`config.mk`:
```
export PLATFORM = sky130hd
export DESIGN_NAME = flash_utest_ctrl
export DESIGN_NICKNAME = d
export VERILOG_FILES = /design/src/rtl/ftc_pkg.sv /design/src/rtl/ftc_regs.sv /design/src/rtl/ftc_sig.sv /design/src/rtl/ftc_seq.sv /design/src/rtl/flash_utest_ctrl.sv
export SDC_FILE = /design/constraint.sdc
export NUM_CORES = 1
export LEC_CHECK = 0
export CORE_ASPECT_RATIO = 0.7
export CORE_MARGIN = 2
export CORE_UTILIZATION = 54
export CTS_CLUSTER_DIAMETER = 80
export CTS_CLUSTER_SIZE = 10
export DETAILED_ROUTE_END_ITERATION = 10
export DONT_BUFFER_PORTS = 1
export PLACE_DENSITY = 0.69
export SYNTH_ARGS = -nofsm -noshare
export SYNTH_HDL_FRONTEND = slang
export SYNTH_SLANG_ARGS = --single-unit
```
`constraint.sdc`:
```
create_clock -name clk -period 2.78 [get_ports clk]
set_input_delay 0.417 -clock clk [delete_from_list [all_inputs] [get_ports clk]]
set_output_delay 0.417 -clock clk [all_outputs]
set_load 0.03 [all_outputs]
```
`src/rtl/ftc_pkg.sv`:
```
package ftc_pkg;

    localparam logic [31:0] UNLOCK_KEY = 32'hF9F99999;
    localparam int WORD_W       = 32;
    localparam int SIG_W        = 160;
    localparam int STEP_W       = 144;
    localparam int N_SIG_WORDS  = SIG_W / WORD_W;

    localparam int A_CTRL = 0;
    localparam int A_DLO  = 1;
    localparam int A_DHI  = 2;
    localparam int A_MASK = 3;
    localparam int A_SIG0 = 4;

    typedef enum logic [1:0] {OP_INTEG, OP_MARGIN, OP_ECC} op_e;
    typedef enum logic {ST_IDLE, ST_SCAN} seq_st_e;

    typedef struct packed {
        logic       en;
        logic [7:0] syn;
        logic       mre;
        logic       mrv;
        logic       eie;
        logic       ais;
        logic       start;
    } ctrl_t;

    function automatic op_e pick_op(input ctrl_t c);
        if (c.eie) return OP_ECC;
        if (c.mre) return OP_MARGIN;
        return OP_INTEG;
    endfunction

    function automatic logic [SIG_W-1:0] sig_next(input logic [SIG_W-1:0] m,
                                                  input logic [STEP_W-1:0] d);
        logic fb;
        fb = m[159] ^ m[158] ^ m[141] ^ m[140];
        return {m[SIG_W-2:0], fb} ^ {{(SIG_W-STEP_W){1'b0}}, d};
    endfunction

endpackage

```
`src/rtl/ftc_regs.sv`:
```
module ftc_regs import ftc_pkg::*; #(
    parameter int NUM_SECT = 4,
    parameter int ADDR_W   = 4
) (
    input  logic                 clk,
    input  logic                 rst,
    input  logic [ADDR_W-1:0]    addr,
    input  logic                 wr,
    input  logic                 rd,
    input  logic [WORD_W-1:0]    wdata,
    output logic [WORD_W-1:0]    rdata,
    input  logic                 done,
    input  logic [SIG_W-1:0]     sig,
    output ctrl_t                ctrl,
    output logic [WORD_W-1:0]    dlo,
    output logic [WORD_W-1:0]    dhi,
    output logic [NUM_SECT-1:0]  mask,
    output logic                 launch
);

    logic wr_ctrl, is_key;

    assign wr_ctrl = wr && (addr == ADDR_W'(A_CTRL));
    assign is_key  = (wdata == UNLOCK_KEY);
    assign launch  = wr_ctrl && ctrl.en && !is_key && wdata[31] && wdata[1]
                     && !ctrl.start && done;

    always_ff @(posedge clk) begin
        if (rst) begin
            ctrl <= '0;
            dlo  <= '0;
            dhi  <= '0;
            mask <= '0;
        end else if (wr) begin
            if (wr_ctrl && is_key) begin
                ctrl.en <= 1'b1;
            end else if (ctrl.en) begin
                case (addr)
                    ADDR_W'(A_CTRL): begin
                        ctrl.en    <= wdata[31];
                        ctrl.start <= wdata[1];
                        if (done) begin
                            ctrl.ais <= wdata[2];
                            ctrl.eie <= wdata[3];
                            ctrl.mrv <= wdata[4];
                            ctrl.mre <= wdata[5];
                            ctrl.syn <= wdata[15:8];
                        end
                    end
                    ADDR_W'(A_DLO):  if (done) dlo <= wdata;
                    ADDR_W'(A_DHI):  if (done) dhi <= wdata;
                    ADDR_W'(A_MASK): mask <= wdata[NUM_SECT-1:0];
                    default: ;
                endcase
            end
        end
    end

    always_comb begin
        rdata = '0;
        if (rd) begin
            if (addr == ADDR_W'(A_CTRL))
                rdata = {ctrl.en, 15'b0, ctrl.syn, 2'b0, ctrl.mre, ctrl.mrv,
                         ctrl.eie, ctrl.ais, ctrl.start, done};
            if (done && addr == ADDR_W'(A_DLO))  rdata = dlo;
            if (done && addr == ADDR_W'(A_DHI))  rdata = dhi;
            if (addr == ADDR_W'(A_MASK))         rdata = WORD_W'(mask);
            for (int i = 0; i < N_SIG_WORDS; i++)
                if (done && addr == ADDR_W'(A_SIG0 + i))
                    rdata = sig[i*WORD_W +: WORD_W];
        end
    end

    AST_CLOSED_IGNORES: assert property (@(posedge clk) disable iff (rst)
        (wr_ctrl && !ctrl.en && !is_key) |=> !ctrl.en);
    AST_DLO_LOCKED: assert property (@(posedge clk) disable iff (rst)
        (wr && addr == ADDR_W'(A_DLO) && !done) |=> $stable(dlo));
    AST_FIELDS_LOCKED: assert property (@(posedge clk) disable iff (rst)
        (wr_ctrl && !done) |=> ($stable(ctrl.syn) && $stable(ctrl.eie) && $stable(ctrl.mre)));

endmodule

```
`src/rtl/ftc_sig.sv`:
```
module ftc_sig import ftc_pkg::*; (
    input  logic               clk,
    input  logic               rst,
    input  logic               clr,
    input  logic               step,
    input  logic [STEP_W-1:0]  din,
    output logic [SIG_W-1:0]   sig
);

    always_ff @(posedge clk) begin
        if (rst || clr)  sig <= '0;
        else if (step)   sig <= sig_next(sig, din);
    end

    AST_SIG_CLEARED: assert property (@(posedge clk) disable iff (rst)
        clr |=> (sig == '0));
    AST_SIG_HOLDS: assert property (@(posedge clk) disable iff (rst)
        (!clr && !step) |=> $stable(sig));

endmodule

```
`src/rtl/ftc_seq.sv`:
```
module ftc_seq import ftc_pkg::*; #(
    parameter int NUM_SECT       = 4,
    parameter int PAGES_PER_SECT = 4,
    parameter int WAIT_ST        = 2,
    parameter int ECC_STEPS      = 8,
    localparam int NPAGES = NUM_SECT * PAGES_PER_SECT,
    localparam int PAW    = $clog2(NPAGES)
) (
    input  logic                 clk,
    input  logic                 rst,
    input  logic                 launch,
    input  logic                 start,
    input  op_e                  op,
    input  logic                 mrv,
    input  logic [NUM_SECT-1:0]  mask_in,
    input  logic [WORD_W-1:0]    dlo,
    input  logic [WORD_W-1:0]    dhi,
    input  logic [7:0]           syn,
    input  logic [127:0]         arr_data,
    input  logic [15:0]          arr_chk,
    output logic [PAW-1:0]       arr_addr,
    output logic                 arr_req,
    output logic [1:0]           arr_lvl,
    output logic                 done,
    output logic                 sig_step,
    output logic [STEP_W-1:0]    step_data
);

    localparam int SBITS = $clog2(PAGES_PER_SECT);
    localparam int SW    = $clog2(NUM_SECT);
    localparam int WSW   = $clog2(WAIT_ST + 2);
    localparam int ECW   = $clog2(ECC_STEPS + 1);

    seq_st_e              state;
    op_e                  op_q;
    logic                 mrv_q;
    logic [NUM_SECT-1:0]  mask_q;
    logic [PAW-1:0]       pg;
    logic [WSW-1:0]       ws;
    logic [ECW-1:0]       ecnt;
    logic [SW-1:0]        sect_idx;
    logic                 running, scan_mode, page_on, ecc_step, sample;

    assign running   = (state == ST_SCAN);
    assign scan_mode = (op_q != OP_ECC);
    assign sect_idx  = SW'(pg >> SBITS);
    assign page_on   = mask_q[sect_idx];
    assign arr_req   = running && scan_mode && start && page_on;
    assign arr_addr  = pg;
    assign arr_lvl   = (running && op_q == OP_MARGIN) ? {1'b1, mrv_q} : 2'b00;
    assign sample    = arr_req && (ws == WSW'(WAIT_ST));
    assign ecc_step  = running && !scan_mode && start;
    assign sig_step  = sample || ecc_step;
    assign step_data = scan_mode ? {arr_chk, arr_data}
                                 : {syn, syn, dhi, dlo, dhi, dlo};

    always_ff @(posedge clk) begin
        if (rst) begin
            state  <= ST_IDLE;
            done   <= 1'b1;
            op_q   <= OP_INTEG;
            mrv_q  <= 1'b0;
            mask_q <= '0;
            pg     <= '0;
            ws     <= '0;
            ecnt   <= '0;
        end else begin
            case (state)
                ST_IDLE: if (launch) begin
                    state  <= ST_SCAN;
                    done   <= 1'b0;
                    op_q   <= op;
                    mrv_q  <= mrv;
                    mask_q <= mask_in;
                    pg     <= '0;
                    ws     <= '0;
                    ecnt   <= '0;
                end
                ST_SCAN: begin
                    if (!start) begin
                        state <= ST_IDLE;
                        done  <= 1'b1;
                    end else if (!scan_mode) begin
                        ecnt <= ecnt + 1'b1;
                        if (ecnt == ECW'(ECC_STEPS - 1)) begin
                            state <= ST_IDLE;
                            done  <= 1'b1;
                        end
                    end else if (page_on && ws != WSW'(WAIT_ST)) begin
                        ws <= ws + 1'b1;
                    end else begin
                        ws <= '0;
                        if (pg == PAW'(NPAGES - 1)) begin
                            state <= ST_IDLE;
                            done  <= 1'b1;
                        end else begin
                            pg <= pg + 1'b1;
                        end
                    end
                end
                default: state <= ST_IDLE;
            endcase
        end
    end

    AST_LAUNCH_BUSY: assert property (@(posedge clk) disable iff (rst)
        launch |=> !done);
    AST_ABORT_QUICK: assert property (@(posedge clk) disable iff (rst)
        (running && !start) |=> (done && !arr_req));
    AST_ECC_NO_READ: assert property (@(posedge clk) disable iff (rst)
        (running && op_q == OP_ECC) |-> !arr_req);
    AST_ADDR_HELD: assert property (@(posedge clk) disable iff (rst)
        (arr_req && ws != '0) |-> $stable(arr_addr));
    AST_LVL_IDLE: assert property (@(posedge clk) disable iff (rst)
        done |-> (arr_lvl == 2'b00));

endmodule

```
`src/rtl/flash_utest_ctrl.sv`:
```
module flash_utest_ctrl import ftc_pkg::*; #(
    parameter int NUM_SECT       = 4,
    parameter int PAGES_PER_SECT = 4,
    parameter int WAIT_ST        = 2,
    parameter int ECC_STEPS      = 8,
    parameter int ADDR_W         = 4,
    localparam int PAW = $clog2(NUM_SECT * PAGES_PER_SECT)
) (
    input  logic                clk,
    input  logic                rst,
    input  logic [ADDR_W-1:0]   reg_addr,
    input  logic                reg_wr,
    input  logic                reg_rd,
    input  logic [31:0]         reg_wdata,
    output logic [31:0]         reg_rdata,
    output logic [PAW-1:0]      arr_addr,
    output logic                arr_req,
    output logic [1:0]          arr_lvl,
    input  logic [127:0]        arr_data,
    input  logic [15:0]         arr_chk
);

    ctrl_t                ctrl;
    logic [WORD_W-1:0]    dlo, dhi;
    logic [NUM_SECT-1:0]  mask;
    logic                 launch, done, sig_step;
    logic [STEP_W-1:0]    step_data;
    logic [SIG_W-1:0]     sig;

    ftc_regs #(.NUM_SECT(NUM_SECT), .ADDR_W(ADDR_W)) regs_i (
        .clk(clk), .rst(rst), .addr(reg_addr), .wr(reg_wr), .rd(reg_rd),
        .wdata(reg_wdata), .rdata(reg_rdata), .done(done), .sig(sig),
        .ctrl(ctrl), .dlo(dlo), .dhi(dhi), .mask(mask), .launch(launch)
    );

    ftc_seq #(.NUM_SECT(NUM_SECT), .PAGES_PER_SECT(PAGES_PER_SECT),
              .WAIT_ST(WAIT_ST), .ECC_STEPS(ECC_STEPS)) seq_i (
        .clk(clk), .rst(rst), .launch(launch), .start(ctrl.start),
        .op(pick_op(ctrl)), .mrv(ctrl.mrv), .mask_in(mask), .dlo(dlo),
        .dhi(dhi), .syn(ctrl.syn), .arr_data(arr_data), .arr_chk(arr_chk),
        .arr_addr(arr_addr), .arr_req(arr_req), .arr_lvl(arr_lvl),
        .done(done), .sig_step(sig_step), .step_data(step_data)
    );

    ftc_sig sig_i (
        .clk(clk), .rst(rst), .clr(launch), .step(sig_step),
        .din(step_data), .sig(sig)
    );

endmodule

```
# After elaboration in Yosys (flattened, before gate mapping)
# Index checks and enable logic that the tools add are counted.
[op_classes]
addsub = 3
n_lt_le_gt_ge = 1
eq_ne = 24
n_mux = 53
n_bitwise = 6
reduce_logical = 39
[ops]
columns = ["op", "count"]
rows = [
  ["$mux 32", 10],
  ["$xor 160x144->160", 1],
  ["$mux 144", 1],
  ["$eq 32x32->1 const B", 1],
  ["$mux 14", 2],
  ["$mux 4", 7],
  ["$logic_and 1x1->1", 23],
  ["$eq 4x3->1 const B", 5],
  ["$reduce_and 5->1", 4],
  ["$mux 2", 9],
  ["$mux 1", 17],
  ["$pmux 4 s2", 2],
  ["$ne 2x2->1 const B", 7],
  ["$mux 12", 1],
  ["$ne 4x4->1 const B", 3],
  ["$reduce_and 4->1", 3],
  ["$add 4x1->4 const B", 2],
  ["$eq 4x2->1 const B", 2],
  ["$eq 4x4->1 const B", 2],
  ["$reduce_and 3->1", 2],
  ["$eq 4x1->1 const B", 1],
  ["$logic_not 4->1", 1],
  ["$pmux 1 s2", 2],
  ["$pmux 2 s2", 1],
  ["11 further kinds", 17],
]
[word_totals]
ff_bits = 261
out_inout_bits = 39

# Longest topological paths before layout
# Gate-level depths: netlist of the first run.
[depth]
depth_word = 11
mapped_depth = 10
ltp_nobuf = 7

# By module
# A second synthesis of the first run with hierarchy kept.
[hier_totals]
hier_cells = 1927
area_unflattened_um2 = 14536.4
[modules_own_cells]
columns = ["module", "n_inst", "cells_each", "area_per_inst_um2"]
rows = [
  ["ftc_sig", 1, 682, 6666.4],
  ["ftc_regs", 1, 750, 5460.2],
  ["ftc_seq", 1, 494, 2396.0],
  ["flash_utest_ctrl", 1, 1, 13.8],
]

# Least setup slack after synthesis of the first run
# Ideal clock, no wire load.
[synth_timing]
path_type = "input to output"
start = "in reg_addr[1]"
end = "out reg_rdata[11]"
arrival_time_ns = 2.385
setup_slack_ns = -0.022
cell_stages = 8
path_buffers = 3
cell_sequence = "buf_2 > nand2b_1 > buf_2 > nor2_1 > clkbuf_1 > a221oi_1 > o21a_1 > o32ai_1"
[synth_via]
elab_chain_len = 11
[synth_rtl]
columns = ["item", "line", "text"]
rows = [
  ["start, declared", "flash_utest_ctrl.sv:11", "input logic [ADDR_W-1:0] reg_addr,"],
  ["$logic_not 4->1 or $eq 4x1->1 (tied branches)", "ftc_regs.sv:62, ftc_regs.sv:65", ""],
  ["$mux 32 or $logic_and 1x1->1 (tied branches)", "ftc_regs.sv:62, ftc_regs.sv:65", ""],
  ["$mux 32", "ftc_regs.sv:65", "if (done && addr == ADDR_W'(A_DLO)) rdata = dlo;"],
  ["$mux 32", "ftc_regs.sv:66", "if (done && addr == ADDR_W'(A_DHI)) rdata = dhi;"],
  ["$mux 32", "ftc_regs.sv:67", "if (addr == ADDR_W'(A_MASK)) rdata = WORD_W'(mask);"],
  ["$mux 32 (4 in series)", "ftc_regs.sv:69", "if (done && addr == ADDR_W'(A_SIG0 + i))"],
  ["$mux 32 *", "ftc_regs.sv:69", ""],
  ["$mux 32 *", "ftc_regs.sv:61", "if (rd) begin"],
  ["end, declared", "flash_utest_ctrl.sv:15", "output logic [31:0] reg_rdata,"],
]
# Mark *: on every way between the ends. The rest lies on a longest branch, timed or not.

# Worst setup path in the final report of the first run
[layout_timing]
start = "reg seq_i.done"
end = "out reg_rdata[31]"
[layout_via]
elab_chain_len = 10
[layout_rtl]
columns = ["item", "line", "text"]
rows = [
  ["start, declared", "ftc_seq.sv:24", "output logic done,"],
  ["start signal, assigned", "ftc_seq.sv:60", "done <= 1'b1;"],
  ["start signal, assigned", "ftc_seq.sv:71", "done <= 1'b0;"],
  ["start signal, assigned", "ftc_seq.sv:82", "done <= 1'b1;"],
  ["$logic_and 1x1->1", "ftc_regs.sv:65", ""],
  ["$mux 32", "ftc_regs.sv:65", ""],
  ["$mux 32", "ftc_regs.sv:66", ""],
  ["$mux 32", "ftc_regs.sv:67", ""],
  ["$mux 32 (4 in series)", "ftc_regs.sv:69", ""],
  ["$mux 32 *", "ftc_regs.sv:69", ""],
  ["$mux 32 *", "ftc_regs.sv:61", ""],
]
# Marked as above.

==> results of run 1 <==
-- registers in the layout, indices dropped and copies added, names as in the netlist --
register,cells
seq_i.running,1
seq_i.ecnt,4
regs_i.mask,4
regs_i.dhi,32
sig_i.sig,160
regs_i.ctrl,14
regs_i.dlo,32
seq_i.mask_q,4
seq_i.op_q,2
seq_i.mrv_q,1
seq_i.done,1
seq_i.arr_addr,4
seq_i.ws,2
-- how the worst min path moves through the flow --
| stage | from | slack, ps | endpoint |
|---|---|---|---|
| global route | reg_wdata[20] | 6 | regs_i.dhi[20] |
| detailed placement | regs_i.dhi[5] | 460 | regs_i.dhi[5] |
| finish | reg_wdata[18] | 5 | regs_i.dhi[18] |
| CTS | reg_wdata[8] | 0.07 | regs_i.ctrl[5] |
| global placement | regs_i.dhi[4] | 450 | regs_i.dhi[4] |
| floorplan | regs_i.dhi[31] | 440 | regs_i.dhi[31] |
-- routing by layer --
layer | track usage, % | vias up | wire, um
met1 | 50.0 | 6352 | 20900
li1 | - | 6214 | -
met3 | 8.29 | 89 | 5600
met4 | 9.66 | 0 | 1300
met2 | 49.6 | 774 | 20300
met5 | 0 | - | 0
-- what timing repair did --
item	in CTS	in global routing
setup endpoints to repair	31	29
gates cloned	1	1
hold buffers	22	1
hold endpoints to repair	89	1
buffers inserted	1	4
pin swaps	4	7
gates resized for setup	18	16
-- worst max-delay path, delay by kind of cell (launching register included) --
family	cells	cell delay, ps
compound gates	3	540
buf+inv	2	440
flops	1	390
simple gates	2	400
-- cells in the mapped netlist, drive strengths merged, types with 6 or more instances --
master	n	share of area [%]
nand2	397	11
buf	71	2.9
o21a	8	0.43
and3b	73	4.5
nand2b	30	1.3
o32ai	11	0.68
nand3	7	0.34
a21oi	348	12
mux2i	57	4.0
a222oi	19	1.3
nor3	14	0.50
o21ai	19	0.67
nor2b	7	0.31
a31oi	24	1.2
a21o	13	0.69
dfxtp	261	37
clkbuf	79	2.1
a221oi	8	0.50
inv	6	0.16
xnor2	147	9.1
nor2	68	1.8
a22oi	56	3.0
-- cells by family after synthesis --
family          count (synthesis)  synth area share (%)
simple gates                  629                  21.4
compound gates                534                  22.6
flops                         261                  37.0
buf+inv                       156                  5.14
xor+xnor                      151                  9.37
mux                            58                  4.20
fa+ha+maj                       3                 0.266
-- power breakdown --
group	internal (mW)	leakage (nW)	switching (mW)
clock	1.95	0.388	1.49
sequential	3.74	2.10	0.00000000000117
combinational	0.228	3.20	0.303
-- per-stage QoR --
step | power, mW | hold WS [ps] | area [um2]
finish | 7.71 | 4.63 | 16000
global route | 7.93 | 5.74 | 16000
CTS | 7.71 | 0.0714 | 15800
detailed placement | 4.26 | 456 | 14700
global placement | 4.26 | 449 | 14700
floorplan | 4.18 | 442 | 14100
-- layout make-up --
| cell class | count | area share (%) |
|---|---|---|
| tap | 331 | 2.59 |
| antenna | 4 | 0.0626 |
| multi-input combinational | 1375 | 52.3 |
| timing repair buffer | 112 | 7.30 |
| clock inverter | 1 | 0.0548 |
| inverter | 6 | 0.141 |
| sequential | 261 | 32.7 |
| clock buffer | 32 | 4.87 |
==> metrics, run 1 <==
FF-to-FF End=regs_i.dhi[4]; critical path class=reg2out; unique cell type count in the Yosys netlist=65; pre-CTS setup slack=between 200 and 250 ps; # rows=between 40 and 50; hold-critical path depth=2; crit path max fanout=14; flop-to-flop setup slack=around 190 ps; H-tree levels=1; Routed Antenna Nets=0; root buf cell=clkbuf_16; core area=25,700 um2; crit path capture=reg_rdata[31]; CTS Buf Count=30; largest net degree at the start of global routing=approximately 150; Startpoint Class=flop; DRT Pass-1 Iters=8; Fill cells=approximately 2,200; Crit. End Element=output pin; Die H=~140 um; fraction of layout cells with a size suffix above 1=just over 9%; DR WL/cell=between 20 and 25 um; Data required, critical path=2360 ps; gpl congestion=roughly 0.93; # DRC=0; Post-synth ARST share=0%; vias in the first global route=~12,000; # clock sinks=about 260; most common cell after layout, fill and taps aside=nand2_1; syn_nets=between 1,500 and 2,000; CP Launch Point=seq_i.done; Slew HR=44.2%; cells along the critical path=nand2_1 -> nor3_4 -> buf_8 -> a221oi_1 -> o21a_1 -> o32ai_4 -> buf_4; Post-synth EDFFs=0; Max Cap Violations=0; Primary FF master, synth=dfxtp_1; Clock Latency Late Sink=about 550 ps; LEAKAGE=between 5 and 6 nW; Max Fclk=0.365 GHz; post-route setup slack=37.7 ps; Slew @ Worst Pin=~840 ps; CP max stage cell=dfxtp_4; Tmin final=between 2000 and 3000 ps; Hold Fails Final Rpt=0; IR drop worst, VDD=0.514 mV; routed wire length=around 48 mm; sequential area share after synthesis=between 30% and 40%; die width=around 200 um; Final nets=a little under 2,000; vias=between 10,000 and 15,000; vias per cell=~6.3; period utilization=roughly 99%; reg2reg start=seq_i.done; register area=about 5200 um2; Core Util, Final=roughly 62%; Ports=roughly 220; Buffers on Ports=0; commonest cells after routing, fill and taps aside=nand2_1 (395), a21oi_1 (347), dfxtp_1 (258); R2R depth=10; Hold Crit Class=in2reg; clock skew=about 15 ps; Worst-path clk slew=60 ps; synthesized cell area=between 10,000 and 15,000 um2; FF+latch count, synth=about 260; grt ovf=0; max incr delay on CP=slightly below 400 ps; RSZ-0062 raised after global routing=true; first-pass GRT wire length=roughly 73 mm; status=finished clean; initial antenna violation count=8; Area Overhead vs Synth=13.3%; initial DRC count=1,562; number of synthesis warnings=0; syn avg cell area=7.87 um2; Starting Density=a little over half; Sum Neg Setup Slack=0 ps; Finished Layout Cells=roughly 2,100; Placed Instances=approximately 2,100; critical path arrival=2330 ps; CTS max path bufs=3; gr usage total=34.1%; cells after synthesis=1,792; DP Wirelength=32.0 mm; fin. max-slew vios=0; pwr/cell area=between 400 and 500 nW/um2; area of the multi-input gates=8360 um2; CTS tree=yes; final setup fails=0; Die ar.=roughly 27,000 um2
Note: power is estimated with default switching activity, not from simulation.
==> run 2, diff against run 1 <==
--- a/config.mk
+++ b/config.mk
@@ -7,12 +7,12 @@
 export LEC_CHECK = 0
 export CORE_ASPECT_RATIO = 0.7
 export CORE_MARGIN = 2
-export CORE_UTILIZATION = 54
+export CORE_UTILIZATION = 45
 export CTS_CLUSTER_DIAMETER = 80
 export CTS_CLUSTER_SIZE = 10
 export DETAILED_ROUTE_END_ITERATION = 10
 export DONT_BUFFER_PORTS = 1
-export PLACE_DENSITY = 0.69
+export PLACE_DENSITY = 0.6
 export SYNTH_ARGS = -nofsm -noshare
 export SYNTH_HDL_FRONTEND = slang
 export SYNTH_SLANG_ARGS = --single-unit
==> metrics, run 2 (synthesis results as in run 1) <==
status=finished clean (unchanged); R2R depth=5 (was 10); critical path class=reg2out (unchanged); largest net degree at the start of global routing=99 (was 146); crit path max fanout=11 (was 14); Buf/Inv on CP=3 (was 2); Die H=152 um (was 139 um); gr usage total=30.3% (was 34.1%); Placed Instances=2,146 (was 2,055); hold-critical path depth=2 (unchanged); max incr delay on CP=360 ps (was 390 ps); most common cell after layout, fill and taps aside=nand2_1 (unchanged); Cell Area, Placed=14,800 um2 (was 14,700 um2); Data required, critical path=2360 ps (about the same); Starting Density=45.5% (was 54.9%); period utilization=98.3% (was 98.6%); fin. max-slew vios=0 (unchanged); DR WL/cell=23.2 um (was 22.7 um); first-pass GRT wire length=77.6 mm (was 73.3 mm); vias in the first global route=12,400 (about the same); FF-to-FF End=sig_i.sig[55] (was regs_i.dhi[4]); WP depth=7 (unchanged); # clock sinks=261 (unchanged); biggest registers after layout=sig_i.sig: 160 flops, regs_i.dhi: 32 flops, regs_i.dlo: 32 flops (unchanged); critical path arrival=2320 ps (was 2330 ps); Slew @ Worst Pin=806 ps (was 837 ps); core area=31,000 um2 (was 25,700 um2); vias=13,400 (about the same); final setup fails=0 (unchanged); Slew HR=46.2% (was 44.2%); CP max stage cell=dfxtp_4 (unchanged); Hold Crit Class=in2reg (unchanged); # rows=54 (was 49); CTS Buf Count=30 (unchanged); Startpoint Class=flop (unchanged); routed wl met2=21.2 mm (was 20.3 mm); worst hold start=reg_wdata[25] (was reg_wdata[18]); Crit. End Element=output pin (unchanged); RSZ-0062 raised after global routing=true (unchanged); pwr/cell area=484 nW/um2 (was 482 nW/um2); hold path endpoint=regs_i.dlo[25] (was regs_i.dhi[18]); Ports=223 (unchanged); wl on met1=23.7 mm (was 20.9 mm); Die ar.=32,800 um2 (was 27,500 um2); reg2reg start=seq_i.arr_addr[3] (was seq_i.done); Max Fclk=0.366 GHz (was 0.365 GHz); Worst-path clk slew=60 ps (about the same); DP Wirelength=34.1 mm (was 32.0 mm); metal3 WL=5.24 mm (was 5.60 mm); commonest cells after routing, fill and taps aside=nand2_1 (395), a21oi_1 (346), dfxtp_1 (258) (was nand2_1 (395), a21oi_1 (347), dfxtp_1 (258)); CP most frequent cell=buf_6; LEAKAGE=5.72 nW (was 5.69 nW); initial DRC count=1,588 (was 1,562); most flop-heavy register=sig_i.sig (unchanged); Largest register FFs=160 (unchanged); routed wire length=51.4 mm (was 48.1 mm); flop-to-flop setup slack=440 ps (was 190 ps); Finished Layout Cells=2,219 (was 2,122); Final nets=1,981 (was 1,973); post-route setup slack=46.2 ps (was 37.7 ps); Area Overhead vs Synth=14.6% (was 13.3%); # DRC=0 (unchanged); Tmin final=2730 ps (was 2740 ps); Routed Antenna Nets=0 (unchanged); Highest Signal Layer=met4 (unchanged); initial antenna violation count=8 (unchanged); Final Instance Area=16,200 um2 (was 16,000 um2); Clock Latency Late Sink=570 ps (was 550 ps); CTS max path bufs=3 (unchanged); CP top delay family=compound AO/OA/AOI/OAI gates (unchanged); die width=216 um (was 197 um); CTS tree=yes (unchanged); IR drop worst, VDD=0.420 mV (was 0.514 mV); pre-CTS setup slack=261 ps (was 239 ps); Buffers on Ports=0 (unchanged); H-tree levels=1 (unchanged); DRT Pass-1 Iters=9 (was 8); fraction of layout cells with a size suffix above 1=9.14% (was 9.29%); gpl congestion=0.881 (was 0.933); root buf cell=clkbuf_16 (unchanged); Hold Fails Final Rpt=0 (unchanged); vias per cell=6.03 (was 6.33); clock skew=21.0 ps (was 15.0 ps); grt ovf=0 (unchanged); Max Cap Violations=0 (unchanged); cells along the critical path=buf_4 -> nand3b_1 -> buf_6 -> o21ai_0 -> o21a_1 -> o32ai_4 -> buf_6 (was nand2_1 -> nor3_4 -> buf_8 -> a221oi_1 -> o21a_1 -> o32ai_4 -> buf_4)
==> run 2: cell count changes in the layout (fill, tap and decap cells not counted), sizes merged <==
| cell | delta |
|---|---|
| buf | -1 |
| clkbuf | -1 |
| dlygate4sd3 | +10 |
==> run 2: metal layers <==
metal  track usage, %  vias to the layer above
met5                0                        -
met1             45.2                     6437
met2             43.8                      641
li1                 -                     6226
met4             7.09                        0
met3             7.17                       80
==> run 2: layout make-up <==
class | instances | area [um2]
timing repair buffer | 120 | 1230
antenna | 4 | 10.0
sequential | 261 | 5230
tap | 420 | 526
fill | 2946 | 14800
inverter | 6 | 22.5
multi-input combinational | 1375 | 8360
clock inverter | 1 | 8.76
clock buffer | 32 | 779
==> run 2: how the worst max path moves through the flow <==
stage / start / endpoint / slack, ps
floorplan: reg_addr[1] / reg_rdata[9] / -20
detailed placement: reg_addr[3] / reg_rdata[5] / 260
global placement: reg_addr[1] / reg_rdata[9] / 350
CTS: seq_i.done / reg_rdata[7] / 8
finish: seq_i.done / reg_rdata[31] / 50
global route: seq_i.done / reg_rdata[1] / -20
==> run 2: stage by stage <==
| step | hold slack, ps | setup TNS [ps] | power, mW | util [%] |
|---|---|---|---|---|
| finish | 31.4 | 0 | 7.82 | 52.1 |
| global route | 35.9 | -51.0 | 8.03 | 52.1 |
| CTS | 8.43 | 0 | 7.85 | 51.8 |
| detailed placement | 455 | 0 | 4.27 | 47.9 |
| global placement | 450 | 0 | 4.27 | 47.9 |
| floorplan | 442 | -105 | 4.18 | - |
==> run 2: report_power, final <==
part	switching, mW	internal (mW)	total, mW
combinational	0.325	0.243	0.568
clock	1.56	1.95	3.51
sequential	0.000000000000690	3.74	3.74
total	1.89	5.93	7.82
==> run 2: repair_timing <==
| action | in CTS | in global routing |
|---|---|---|
| setup buffers | 1 | 1 |
| gates resized for setup | 17 | 16 |
| pin swaps | 10 | 9 |
| setup endpoints to repair | 31 | 30 |
| gates cloned | 1 | 0 |
| endpoints found under the hold margin | 101 | 0 |
| hold buffers | 33 | 0 |
